==> src/rtl/tsc_pkg.sv <==
package tsc_pkg;

  // Strobes and levels sent from the control module to the datapath
  typedef struct packed {
    logic runEn;      // counter advances this cycle
    logic driftHold;  // trim logic held in reset
    logic loadLo;     // replace low half with loadWord
    logic loadHi;     // replace high half with loadWord
  } dpCtrl_t;

  typedef enum logic [2:0] {
    ADDR_TIME_LO = 3'd0,
    ADDR_TIME_HI = 3'd1,
    ADDR_LOAD_LO = 3'd2,
    ADDR_LOAD_HI = 3'd3,
    ADDR_CTRL    = 3'd4,
    ADDR_HOLD    = 3'd5,
    ADDR_TRIM    = 3'd6,
    ADDR_SPARE   = 3'd7
  } regAddr_e;

  localparam int CMD_PAUSE  = 2;
  localparam int CMD_RESUME = 4;

endpackage

==> src/rtl/tsc_datapath.sv <==
module tsc_datapath
  import tsc_pkg::*;
#(
  parameter int TIME_W   = 64,
  parameter int DATA_W   = 32,
  parameter int PERIOD_W = 28,
  parameter int STEP_W   = 3,
  parameter int QUANTUM  = 16
) (
  input  logic                clk,
  input  logic                rstN,
  input  dpCtrl_t             ctrl,
  input  logic [DATA_W-1:0]   loadWord,
  input  logic [PERIOD_W-1:0] periodCfg,
  input  logic [STEP_W-1:0]   stepCfg,
  input  logic                dirAdd,
  output logic [TIME_W-1:0]   timeNow
);

  localparam logic [TIME_W-1:0]   QUANT   = TIME_W'(QUANTUM);
  localparam logic [PERIOD_W-1:0] ONE_CNT = PERIOD_W'(1);

  logic [TIME_W-1:0]   timeQ;
  logic [PERIOD_W-1:0] intervalCnt;
  logic [TIME_W-1:0]   stepExt;
  logic [TIME_W-1:0]   addAmount;
  logic                corrEnable;
  logic                fire;

  assign stepExt    = TIME_W'(stepCfg);
  assign corrEnable = (stepCfg != '0) && (periodCfg != '0) && !ctrl.driftHold;
  assign fire       = ctrl.runEn && corrEnable && (intervalCnt == periodCfg - ONE_CNT);

  always_comb begin
    if (!fire)       addAmount = QUANT;
    else if (dirAdd) addAmount = QUANT + stepExt;
    else             addAmount = QUANT - stepExt;
  end

  // Interval counter: cleared while held or disabled, frozen while paused
  always_ff @(posedge clk or negedge rstN) begin
    if (!rstN)                 intervalCnt <= '0;
    else if (!corrEnable)      intervalCnt <= '0;
    else if (ctrl.runEn)       intervalCnt <= fire ? '0 : intervalCnt + ONE_CNT;
  end

  // Time register with half-word preload while paused
  always_ff @(posedge clk or negedge rstN) begin
    if (!rstN) begin
      timeQ <= '0;
    end else if (ctrl.runEn) begin
      timeQ <= timeQ + addAmount;
    end else begin
      if (ctrl.loadLo) timeQ[DATA_W-1:0]      <= loadWord;
      if (ctrl.loadHi) timeQ[TIME_W-1:DATA_W] <= loadWord;
    end
  end

  assign timeNow = timeQ;

  assert_step_quantum_R2: assert property (@(posedge clk) disable iff (!rstN)
    (ctrl.runEn && !fire) |=> timeNow == $past(timeNow) + QUANT);

  assert_paused_frozen_R3: assert property (@(posedge clk) disable iff (!rstN)
    (!ctrl.runEn && !ctrl.loadLo && !ctrl.loadHi) |=> $stable(timeNow));

  assert_hold_clears_R10: assert property (@(posedge clk) disable iff (!rstN)
    ctrl.driftHold |=> intervalCnt == '0);

  assert_no_fire_when_off_R9: assert property (@(posedge clk) disable iff (!rstN)
    fire |-> (stepCfg != '0 && periodCfg != '0));

  assert_interval_bound_R8: assert property (@(posedge clk) disable iff (!rstN)
    corrEnable |-> intervalCnt < periodCfg);

endmodule

==> src/rtl/tsc_ctrl.sv <==
module tsc_ctrl
  import tsc_pkg::*;
#(
  parameter int TIME_W   = 64,
  parameter int DATA_W   = 32,
  parameter int PERIOD_W = 28,
  parameter int STEP_W   = 3
) (
  input  logic                clk,
  input  logic                rstN,
  input  logic                wrEn,
  input  logic                rdEn,
  input  logic [2:0]          addr,
  input  logic [DATA_W-1:0]   wrData,
  input  logic [TIME_W-1:0]   timeNow,
  output logic [DATA_W-1:0]   rdData,
  output dpCtrl_t             dpCtrl,
  output logic [DATA_W-1:0]   loadWord,
  output logic [PERIOD_W-1:0] periodCfg,
  output logic [STEP_W-1:0]   stepCfg,
  output logic                dirAdd
);

  localparam int STEP_LSB = PERIOD_W;
  localparam int DIR_BIT  = DATA_W - 1;
  localparam logic [DATA_W-1:0] PAUSE_WORD  = DATA_W'(CMD_PAUSE);
  localparam logic [DATA_W-1:0] RESUME_WORD = DATA_W'(CMD_RESUME);

  regAddr_e          addrE;
  logic              pausedQ;
  logic              holdQ;
  logic [DATA_W-1:0] trimQ;
  logic [DATA_W-1:0] snapHiQ;
  logic [DATA_W-1:0] rdDataQ;

  assign addrE = regAddr_e'(addr);

  // Control word, hold bit and guarded trim word
  always_ff @(posedge clk or negedge rstN) begin
    if (!rstN) begin
      pausedQ <= 1'b0;
      holdQ   <= 1'b0;
      trimQ   <= '0;
    end else if (wrEn) begin
      case (addrE)
        ADDR_CTRL: begin
          if (wrData == PAUSE_WORD)       pausedQ <= 1'b1;
          else if (wrData == RESUME_WORD) pausedQ <= 1'b0;
        end
        ADDR_HOLD: holdQ <= wrData[0];
        ADDR_TRIM: if (holdQ) trimQ <= wrData;
        default: ;
      endcase
    end
  end

  // Registered read port with high-half capture on low read
  always_ff @(posedge clk or negedge rstN) begin
    if (!rstN) begin
      rdDataQ <= '0;
      snapHiQ <= '0;
    end else if (rdEn) begin
      case (addrE)
        ADDR_TIME_LO: begin
          rdDataQ <= timeNow[DATA_W-1:0];
          snapHiQ <= timeNow[TIME_W-1:DATA_W];
        end
        ADDR_TIME_HI: rdDataQ <= snapHiQ;
        ADDR_CTRL:    rdDataQ <= DATA_W'(pausedQ);
        ADDR_HOLD:    rdDataQ <= DATA_W'(holdQ);
        ADDR_TRIM:    rdDataQ <= trimQ;
        default:      rdDataQ <= '0;
      endcase
    end
  end

  assign rdData = rdDataQ;

  always_comb begin
    dpCtrl.runEn     = !pausedQ;
    dpCtrl.driftHold = holdQ;
    dpCtrl.loadLo    = wrEn && (addrE == ADDR_LOAD_LO) && pausedQ;
    dpCtrl.loadHi    = wrEn && (addrE == ADDR_LOAD_HI) && pausedQ;
  end

  assign loadWord  = wrData;
  assign periodCfg = trimQ[PERIOD_W-1:0];
  assign stepCfg   = trimQ[STEP_LSB +: STEP_W];
  assign dirAdd    = trimQ[DIR_BIT];

  assert_pause_cmd_R3: assert property (@(posedge clk) disable iff (!rstN)
    (wrEn && addrE == ADDR_CTRL && wrData == PAUSE_WORD) |=> pausedQ);

  assert_resume_cmd_R3: assert property (@(posedge clk) disable iff (!rstN)
    (wrEn && addrE == ADDR_CTRL && wrData == RESUME_WORD) |=> !pausedQ);

  assert_trim_locked_R7: assert property (@(posedge clk) disable iff (!rstN)
    !holdQ |=> $stable(trimQ));

  assert_hold_write_R6: assert property (@(posedge clk) disable iff (!rstN)
    (wrEn && addrE == ADDR_HOLD) |=> holdQ == $past(wrData[0]));

endmodule

==> src/rtl/tsc_top.sv <==
module tsc_top
  import tsc_pkg::*;
#(
  parameter int DATA_W   = 32,
  parameter int PERIOD_W = 28,
  parameter int STEP_W   = 3,
  parameter int QUANTUM  = 16
) (
  input  logic              clk,
  input  logic              rstN,
  input  logic              regWrEn,
  input  logic              regRdEn,
  input  logic [2:0]        regAddr,
  input  logic [DATA_W-1:0] regWrData,
  output logic [DATA_W-1:0] regRdData
);

  localparam int TIME_W = 2 * DATA_W;

  dpCtrl_t             dpCtrl;
  logic [DATA_W-1:0]   loadWord;
  logic [PERIOD_W-1:0] periodCfg;
  logic [STEP_W-1:0]   stepCfg;
  logic                dirAdd;
  logic [TIME_W-1:0]   timeNow;

  tsc_ctrl #(
    .TIME_W(TIME_W), .DATA_W(DATA_W), .PERIOD_W(PERIOD_W), .STEP_W(STEP_W)
  ) i_ctrl (
    .clk(clk), .rstN(rstN),
    .wrEn(regWrEn), .rdEn(regRdEn), .addr(regAddr), .wrData(regWrData),
    .timeNow(timeNow), .rdData(regRdData), .dpCtrl(dpCtrl),
    .loadWord(loadWord), .periodCfg(periodCfg), .stepCfg(stepCfg), .dirAdd(dirAdd)
  );

  tsc_datapath #(
    .TIME_W(TIME_W), .DATA_W(DATA_W), .PERIOD_W(PERIOD_W),
    .STEP_W(STEP_W), .QUANTUM(QUANTUM)
  ) i_datapath (
    .clk(clk), .rstN(rstN), .ctrl(dpCtrl), .loadWord(loadWord),
    .periodCfg(periodCfg), .stepCfg(stepCfg), .dirAdd(dirAdd), .timeNow(timeNow)
  );

endmodule

==> config.mk <==
export PLATFORM = sky130hd
export DESIGN_NAME = tsc_top
export DESIGN_NICKNAME = d
export VERILOG_FILES = /design/src/rtl/tsc_pkg.sv /design/src/rtl/tsc_datapath.sv /design/src/rtl/tsc_ctrl.sv /design/src/rtl/tsc_top.sv
export SDC_FILE = /design/constraint.sdc
export NUM_CORES = 1
export LEC_CHECK = 0
export BUFFER_PORTS_ARGS = -buffer_cell sky130_fd_sc_hd__buf_4
export CORE_AREA = 2 2 161 163
export DETAILED_ROUTE_END_ITERATION = 8
export DIE_AREA = 0 0 163 165
export GPL_ROUTABILITY_DRIVEN = 0
export REMOVE_ABC_BUFFERS = 1
export SYNTH_ARGS = -nofsm -noshare
export SYNTH_HDL_FRONTEND = slang
export SYNTH_SLANG_ARGS = --single-unit
==> constraint.sdc <==
create_clock -name clk -period 6.6 [get_ports clk]
set_clock_uncertainty 0.1 [all_clocks]
set_input_delay 0.66 -clock clk [delete_from_list [all_inputs] [get_ports clk]]
set_output_delay 0.66 -clock clk [all_outputs]
set_load 0.05 [all_outputs]
==> PnR_summary.wiki, run 1 <==
{| class="wikitable"
! Metric !! Value
|-
| Status || finished, final reports clean
|-
| Number of antenna cells inserted || 0
|-
| Post-DP Area || approximately 12000 um^2
|-
| Number of hold buffers added after CTS || 0
|-
| Number of warnings issued by yosys || 0
|-
| Maximum count of clock buffers along a single path || 2
|-
| Core region area || 25000 um^2
|-
| Count of pins over their slew limit || 0
|-
| Max H-tree Level || 4
|-
| Share of power burned in combinational logic || 25.9%
|-
| Depth of the worst register-to-register path || 19
|-
| Most common cell after layout, fill and taps aside || dfrtp_1
|-
| Global route overflow || 0
|-
| Via count of the first global-routing pass || 8890
|-
| Number of nets at the end of the flow || ~1.2k
|-
| Depth of the critical timing path with buffers and inverters included || 19
|-
| Post-Synth Simple-Gate Area || 18.5%
|-
| Clock tree from TritonCTS || built
|-
| Number of gates resized after cts || 0
|-
| Largest family of logic cells by synthesized area || simple AND/OR/NAND/NOR gates
|-
| Vert. Die Dim || 165 um
|-
| Maximum fanout along the worst path || 9
|-
| Worst path max stage delay || ~0.65 ns
|-
| Placement Setup Slack || 0.903 ns
|-
| Sw Ratio || 37.5%
|-
| Estimated wirelength of the detail-placed design || 22900 um
|-
| Crit start category || flip-flop
|-
| Maximum ir drop on the vdd rail || 0.000153 V
|-
| Sequential Power Share || 44.9%
|-
| Post-synth design cell area || 11100 um^2
|-
| Highest-count cells in the layout ignoring fill and taps || dfrtp_1, nand2_1, mux2_2
|-
| Net Switching || 1.32 mW
|-
| Combined global-route utilization of all metal layers || roughly 26%
|-
| Max-slew headroom at the worst pin || around a third
|-
| Antenna violations before repair || 1
|-
| Syn_area_per_cell || between 9 and 10 um^2
|-
| Drt via density || 5.96
|-
| Total Routed Length || about 34000 um
|-
| Setup Viol. Count Final || 0
|-
| Number of synthesized flops with an enable pin || 0
|-
| Sequential area share after synthesis || 42.8%
|-
| Adder-Cell Fraction of Synth Area || 1.31%
|-
| Reg-to-reg startpoint || i_ctrl.trimQ[0]
|-
| Number of max-capacitance violations reported || 0
|-
| Arrival time at the worst endpoint || 6.03 ns
|-
| Number of buffers and inverters on the critical path || 1
|-
| Area fraction in compound gates after synthesis || 10.4%
|-
| Clock tree root buffer cell || clkbuf_16
|-
| Number of synthesized register bits || 190
|-
| Beginning of the critical path || i_ctrl.trimQ[0]
|-
| Worst setup margin || 0.765 ns
|-
| Number of primary I/O pins || 71
|-
| Filler cells || 2338
|-
| Number of buffer cells added on primary ports || 70
|-
| Clock latency reported for the late side of the worst-skew pair || 0.45 ns
|-
| First-pass GRT wire length || 52400 um
|-
| Reg clk slew, reported paths || 0.08 ns
|-
| Number of design-rule violations left by the first detailed-router iteration || between 600 and 700
|-
| Cell variety after synth || approximately 60
|-
| Ordered list of cells on the worst path || inv_1 -> ha_1 -> or3b_2 -> nor2_1 -> nand4b_1 -> xnor2_1 -> or4_1 -> or4_4 -> nor3_4 -> and3_1 -> ha_1 -> a21o_1 -> a21oi_1 -> o21bai_1 -> a21oi_1 -> or4_1 -> nor4_1 -> xnor2_1 -> mux2i_1
|-
| Capturing element type of the critical path || flip-flop
|-
| Via Count || slightly above 9k
|-
| Number of sinks driven by the clock tree || 190
|-
| Routed length per instance || 22.0 um
|-
| Summed negative setup slack over all endpoints || 0 ns
|-
| Area Growth Syn to Fin || 12.7%
|-
| Highest attainable clock frequency || 171 MHz
|-
| Die Footprint || 26900 um^2
|-
| Min-Delay Path Class || in2async
|-
| Pin count of the biggest net entering global routing || 115
|-
| Chip Width || about 160 um
|-
| Measured slew at the worst slew-check pin || just under 1 ns
|-
| Cells after synthesis || 1156
|-
| Post-route clock period utilization || 88.4%
|-
| Effective utilization at floorplan || 44.3%
|-
| Final hold slack || between 0.2 and 0.3 ns
|-
| Xor and xnor fraction of the mapped netlist area || under 10%
|-
| Required arrival time at the worst endpoint || 6.80 ns
|-
| Setup repair after global routing missed its margin || false
|-
| Clock share of power || 29.2%
|-
| Antenna-violating nets left || 0
|-
| Power Density || approximately 280 nW/um^2
|-
| Count of unresolved DRC violations after routing || 0
|-
| Row count || between 50 and 60
|-
| Cell area after layout || 12500 um^2
|-
| Cell with the largest stage delay on the worst path || or4_1
|-
| Pre-antenna DRT Iters || 7
|-
| Async S/R FF share, synth || 100%
|-
| Leakage power summed over all cells || 5.13 nW
|-
| Proportion of layout cells with a drive suffix above 1 || 18.8%
|-
| Min Clock Period, post-route || 5.83 ns
|-
| Final-report hold violation count || 0
|-
| Number of setup buffers added after CTS || 0
|-
| Leading register cell type out of synthesis || dfrtp_1
|-
| Critical setup path kind || reg2reg
|-
| Pint || 2.19 mW
|-
| Mux cell area share after synthesis || 14.1%
|-
| Total CTS buffers || 17
|-
| CP top delay family || simple AND/OR/NAND/NOR gates
|}
-- layout make-up --
cell class	instances	area, um^2	area share (%)
clock buffer	17	425	3.40
clock inverter	15	145	1.16
inverter	56	210	1.68
multi-input combinational	840	5890	47.1
sequential	190	4760	38.1
tap	330	413	3.30
timing repair buffer	87	659	5.27
-- path summary, 6_finish.rpt --
check | endpoint | slack, ns
worst min register to register | i_ctrl.snapHiQ[7] | 0.41
max in group asynchronous | i_ctrl.trimQ[7] | 4.53
worst min-delay path | i_ctrl.rdData[1] | 0.27
worst max-delay path | i_datapath.timeNow[61] | 0.77
worst max register to register | i_datapath.timeNow[61] | 0.77
min in group clk | i_ctrl.pausedQ | 0.34
-- cells in the mapped netlist (all sizes together), types with 36 or more instances --
cell / count / area share, %
o22ai: 36 / 2.0
mux2i: 58 / 5.2
xor2: 52 / 4.1
mux2: 87 / 8.8
nand3: 42 / 1.9
nand2: 107 / 3.6
clkbuf: 53 / 1.8
a21oi: 39 / 1.8
dfrtp: 190 / 43
o21ai: 36 / 1.6
nor2: 56 / 1.9
nor3: 51 / 2.3
xnor2: 56 / 4.4
and3: 36 / 2.0
inv: 55 / 1.9
-- stage by stage --
stage                     std cells  util [%]  power [mW]
after floorplan                1086         -        2.12
after global placement         1503      47.7        2.48
after detailed placement       1503      47.7        2.49
after CTS                      1535      49.9        3.51
after global routing           1535      49.9        3.68
final                          1535      49.9        3.51
-- per-layer routing --
metal  vias to the layer above  share of wire (%)  wire length (um)  GRT usage [%]
met5                         -                  0                 0              0
met4                         0                2.7               907           9.17
met3                        62                5.6              1900           3.77
met2                       297                 47             16000           41.9
met1                      4572                 44             15000           34.9
li1                       4219                  -                 -              -
-- power by group through the flow --
stage | combinational, mW | clock [mW] | sequential (mW)
floorplan | 0.556 | 0 | 1.57
global placement | 0.897 | 0 | 1.58
detailed placement | 0.898 | 0 | 1.59
CTS | 0.904 | 1.04 | 1.57
global route | 0.996 | 1.08 | 1.60
finish | 0.908 | 1.03 | 1.58
-- cell families (layout without fill, tap and decap cells) --
family | after synthesis | in the layout
buf+inv | 126 | 175
mux | 145 | 145
fa+ha+maj | 11 | 11
flops | 190 | 190
simple gates | 393 | 393
compound gates | 183 | 183
xor+xnor | 108 | 108
-- worst register-to-register path, delay by kind of cell (launching register included) --
kind            cells  cell delay [ns]
compound gates      4             0.61
xor+xnor            2             0.31
simple gates        9             3.59
buf+inv             1             0.14
flops               1             0.45
mux                 1             0.11
fa+ha+maj           2             0.40
-- state kept, by name, summed over array words and instances, names as in the netlist --
signal	cells
i_ctrl.rdData	32
i_ctrl.trimQ	32
i_ctrl.snapHiQ	32
i_ctrl.holdQ	1
i_ctrl.pausedQ	1
i_datapath.intervalCnt	28
i_datapath.timeNow	64
Power figures use the tool's default switching activity.
==> run 2, diff against run 1 <==
Settings changed: ABC_AREA set to 1, CORE_AREA 2 2 161 163 to 2 2 170 172, CTS_BUF_LIST set to sky130_fd_sc_hd__clkbuf_2 sky130_fd_sc_hd__clkbuf_4 sky130_fd_sc_hd__clkbuf_8, DIE_AREA 0 0 163 165 to 0 0 172 174, PLACE_DENSITY set to 0.69.
==> PnR_summary.wiki, run 2 <==
{| class="wikitable"
! Metric !! Value
|-
| Status || finished, final reports clean
|-
| Number of nets at the end of the flow || 1856 (+49%)
|-
| Number of synthesized register bits || 190 (unchanged)
|-
| Internal reg-to-reg setup slack || 1.45 ns (+0.69 ns)
|-
| Final-report hold violation count || 0 (unchanged)
|-
| Most used cell along the critical path || nand2_1
|-
| Antenna violations before repair || 2 (+1)
|-
| Clock tree from TritonCTS || built
|-
| Core region area || 28200 um^2 (+13%)
|-
| Leakage power summed over all cells || 6.27 nW (+22%)
|-
| Top-count cell post-synth || nand2_1
|-
| Largest family of logic cells by synthesized area || simple AND/OR/NAND/NOR gates
|-
| Min-Delay Path Class || in2async
|-
| Drt via density || 5.73 (-3.8%)
|-
| Maximum ir drop on the vdd rail || 0.000153 V (about the same)
|-
| Number of gates resized after cts || 0 (unchanged)
|-
| Syn_area_per_cell || 7.12 um^2 (-26%)
|-
| Setup repair after global routing missed its margin || false
|-
| First-pass GRT wire length || 67400 um (+28%)
|-
| Count of pins over their slew limit || 0 (unchanged)
|-
| Highest attainable clock frequency || 194 MHz (+13%)
|-
| Capturing element type of the critical path || flip-flop
|-
| Effective utilization at floorplan || 44.4% (+0.054 points)
|-
| Number of antenna cells inserted || 0 (unchanged)
|-
| Combined global-route utilization of all metal layers || 29.3% (+3.6 points)
|-
| Cell with the largest stage delay on the worst path || dfrtp_1
|-
| Clock tree root buffer cell || clkbuf_8
|-
| Pre-antenna DRT Iters || 6 (-1)
|-
| Post-layout instance count excluding filler cells || 2203 (+44%)
|-
| Vert. Die Dim || 174 um (+5.5%)
|-
| Number of sinks driven by the clock tree || 190 (unchanged)
|-
| Number of max-capacitance violations reported || 0 (unchanged)
|-
| Number of primary I/O pins || 71 (unchanged)
|-
| Estimated wirelength of the detail-placed design || 31900 um (+39%)
|-
| Number of warnings issued by yosys || 0 (unchanged)
|-
| Number of cells after detailed placement || 2171 (+44%)
|-
| Placement Setup Slack || 1.61 ns (+0.706 ns)
|-
| Chip Width || 172 um (+5.5%)
|-
| Count of unresolved DRC violations after routing || 0 (unchanged)
|-
| Xor and xnor fraction of the mapped netlist area || 5.38% (-3.1 points)
|-
| Total CTS buffers || 17 (unchanged)
|-
| Dominant cell type by area after synthesis || dfrtp_1
|-
| Global route overflow || 0 (unchanged)
|-
| Area contributors post-synth || dfrtp_1, nand2_1, inv_1
|-
| Max-slew headroom at the worst pin || 39.4% (+5.6 points)
|-
| Filler cells || 2900 (+24%)
|-
| Post-route clock period utilization || 78.0% (-10 points)
|-
| Antenna-violating nets left || 0 (unchanged)
|-
| Post-Synth Simple-Gate Area || 33.1% (+15 points)
|-
| Largest register FFs || 64 (unchanged)
|-
| Cell types with the highest counts after synthesis || nand2_1, inv_1, dfrtp_1
|-
| Post-synth design cell area || 12500 um^2 (+13%)
|-
| Leading register cell type out of synthesis || dfrtp_1
|-
| Total Routed Length || 42500 um (+26%)
|-
| Routed length per instance || 19.3 um (-12%)
|-
| Via count of the first global-routing pass || 12.2k (+37%)
|-
| Die Footprint || 29900 um^2 (+11%)
|-
| Maximum count of clock buffers along a single path || 2 (unchanged)
|-
| Max H-tree Level || 4 (unchanged)
|-
| Setup Viol. Count Final || 0 (unchanged)
|-
| Number of setup buffers added after CTS || 0 (unchanged)
|-
| Number of buffer cells added on primary ports || 70 (unchanged)
|-
| Pin count of the biggest net entering global routing || 80 (-30%)
|-
| Cell variety after synth || 46 (-25%)
|-
| Critical setup path kind || reg2reg
|-
| Sequential area share after synthesis || 37.9% (-4.9 points)
|-
| Worst path max stage delay || 0.40 ns (-0.25 ns)
|-
| Mux cell area share after synthesis || 3.06% (-11 points)
|-
| Crit start category || flip-flop
|-
| Reg clk slew, reported paths || 0.12 ns (+0.04 ns)
|-
| Most common cell after layout, fill and taps aside || nand2_1
|-
| Reg-to-reg startpoint || i_ctrl.trimQ[0]
|-
| Arrival time at the worst endpoint || 5.50 ns (-0.53 ns)
|-
| Maximum fanout along the worst path || 6 (-3)
|-
| Row count || 62 (+6.9%)
|-
| Summed negative setup slack over all endpoints || 0 ns (unchanged)
|-
| Min Clock Period, post-route || 5.15 ns (-0.687 ns)
|-
| Adder-Cell Fraction of Synth Area || 1.16% (-0.15 points)
|-
| Number of design-rule violations left by the first detailed-router iteration || 1387 (+110%)
|-
| Area fraction in compound gates after synthesis || 11.6% (+1.2 points)
|-
| Number of synthesized flops with an enable pin || 0 (unchanged)
|-
| Worst R2R End || i_datapath.timeNow[32]
|-
| Number of hold buffers added after CTS || 0 (unchanged)
|-
| Worst setup margin || 1.45 ns (+0.687 ns)
|-
| Proportion of netlist area held by the largest area contributor || 37.9% (-4.9 points)
|-
| Via Count || 12.6k (+38%)
|-
| Measured slew at the worst slew-check pin || 0.906 ns (-0.0867 ns)
|-
| Highest-count cells in the layout ignoring fill and taps || nand2_1, inv_1, dfrtp_1
|-
| Depth of the worst register-to-register path || 29 (+10)
|-
| Power Density || 271 nW/um^2 (-3.6%)
|-
| Required arrival time at the worst endpoint || 6.96 ns (+0.16 ns)
|-
| Cells after synthesis || 1761 (+52%)
|-
| Clock latency reported for the late side of the worst-skew pair || 0.51 ns (+0.06 ns)
|-
| Area Growth Syn to Fin || 10.3%
|-
| Proportion of layout cells with a drive suffix above 1 || 10.3% (-8.6 points)
|-
| Async S/R FF share, synth || 100% (unchanged)
|}
## run 2: cell families (layout without fill, tap and decap cells)
logic type | count (synthesis) | count (layout)
flops | 190 | 190
compound gates | 229 | 229
fa+ha+maj | 11 | 11
xor+xnor | 77 | 77
buf+inv | 253 | 311
mux | 34 | 34
simple gates | 967 | 967
## run 2: per-stage QoR
| step | total power, mW | hold WS, ns | area, um^2 | util, % |
|---|---|---|---|---|
| 2_1_floorplan | 2.44 | 0.264 | 12300 | - |
| 3_5_place_dp | 2.90 | 0.373 | 13400 | 47.5 |
| 3_3_place_gp | 2.88 | 0.367 | 13400 | 47.5 |
| 5_1_grt | 3.95 | 0.121 | 13800 | 49.0 |
| 6_report | 3.74 | 0.0819 | 13800 | 49.0 |
| 4_1_cts | 3.73 | 0.0851 | 13800 | 49.0 |
## run 2: how the worst max path moves through the flow
stage / slack [ns] / from / endpoint
3_5_place_dp: 1.61 / i_ctrl.trimQ[0] / i_datapath.timeNow[44]
6_report: 1.45 / i_ctrl.trimQ[0] / i_datapath.timeNow[32]
4_1_cts: 1.58 / i_ctrl.trimQ[0] / i_datapath.timeNow[44]
5_1_grt: 0.91 / i_ctrl.trimQ[0] / i_datapath.timeNow[44]
3_3_place_gp: 1.82 / i_ctrl.trimQ[0] / i_datapath.timeNow[44]
2_1_floorplan: 2.77 / i_ctrl.trimQ[0] / i_datapath.timeNow[32]
## run 2: report_power, final
part / total (mW) / switching [mW] / internal, mW
Clock: 0.827 / 0.491 / 0.336
Combinational: 1.24 / 0.833 / 0.404
Sequential: 1.68 / 0.276 / 1.40
Total: 3.74 / 1.60 / 2.14
## run 2: per-layer routing
metal	routed length [um]	track usage (%)	share of wire (%)	up-vias
li1	-	-	-	5876
met1	17100	38.0	40	5942
met2	19600	46.7	46	668
met3	3480	4.80	8.2	146
met4	2320	15.6	5.5	0
met5	0	0	0	-
## run 2: critical path: cells and delay by family (launching register included)
family | cells | cell delay (ns)
and+or+nand+nor | 22 | 2.93
adders and majority gates | 3 | 0.79
AOI/OAI and AO/OA | 2 | 0.49
DFF | 1 | 0.40
buffers and inverters | 1 | 0.19
xor gates and xnor gates | 1 | 0.18
## run 2: layout make-up
type / count / area [um^2] / area share, %
timing repair buffer: 84 / 637 / 4.61
tap: 384 / 480 / 3.48
clock inverter: 13 / 141 / 1.02
sequential: 190 / 4750 / 34.4
multi-input combinational: 1318 / 6820 / 49.3
clock buffer: 19 / 262 / 1.89
inverter: 195 / 732 / 5.30
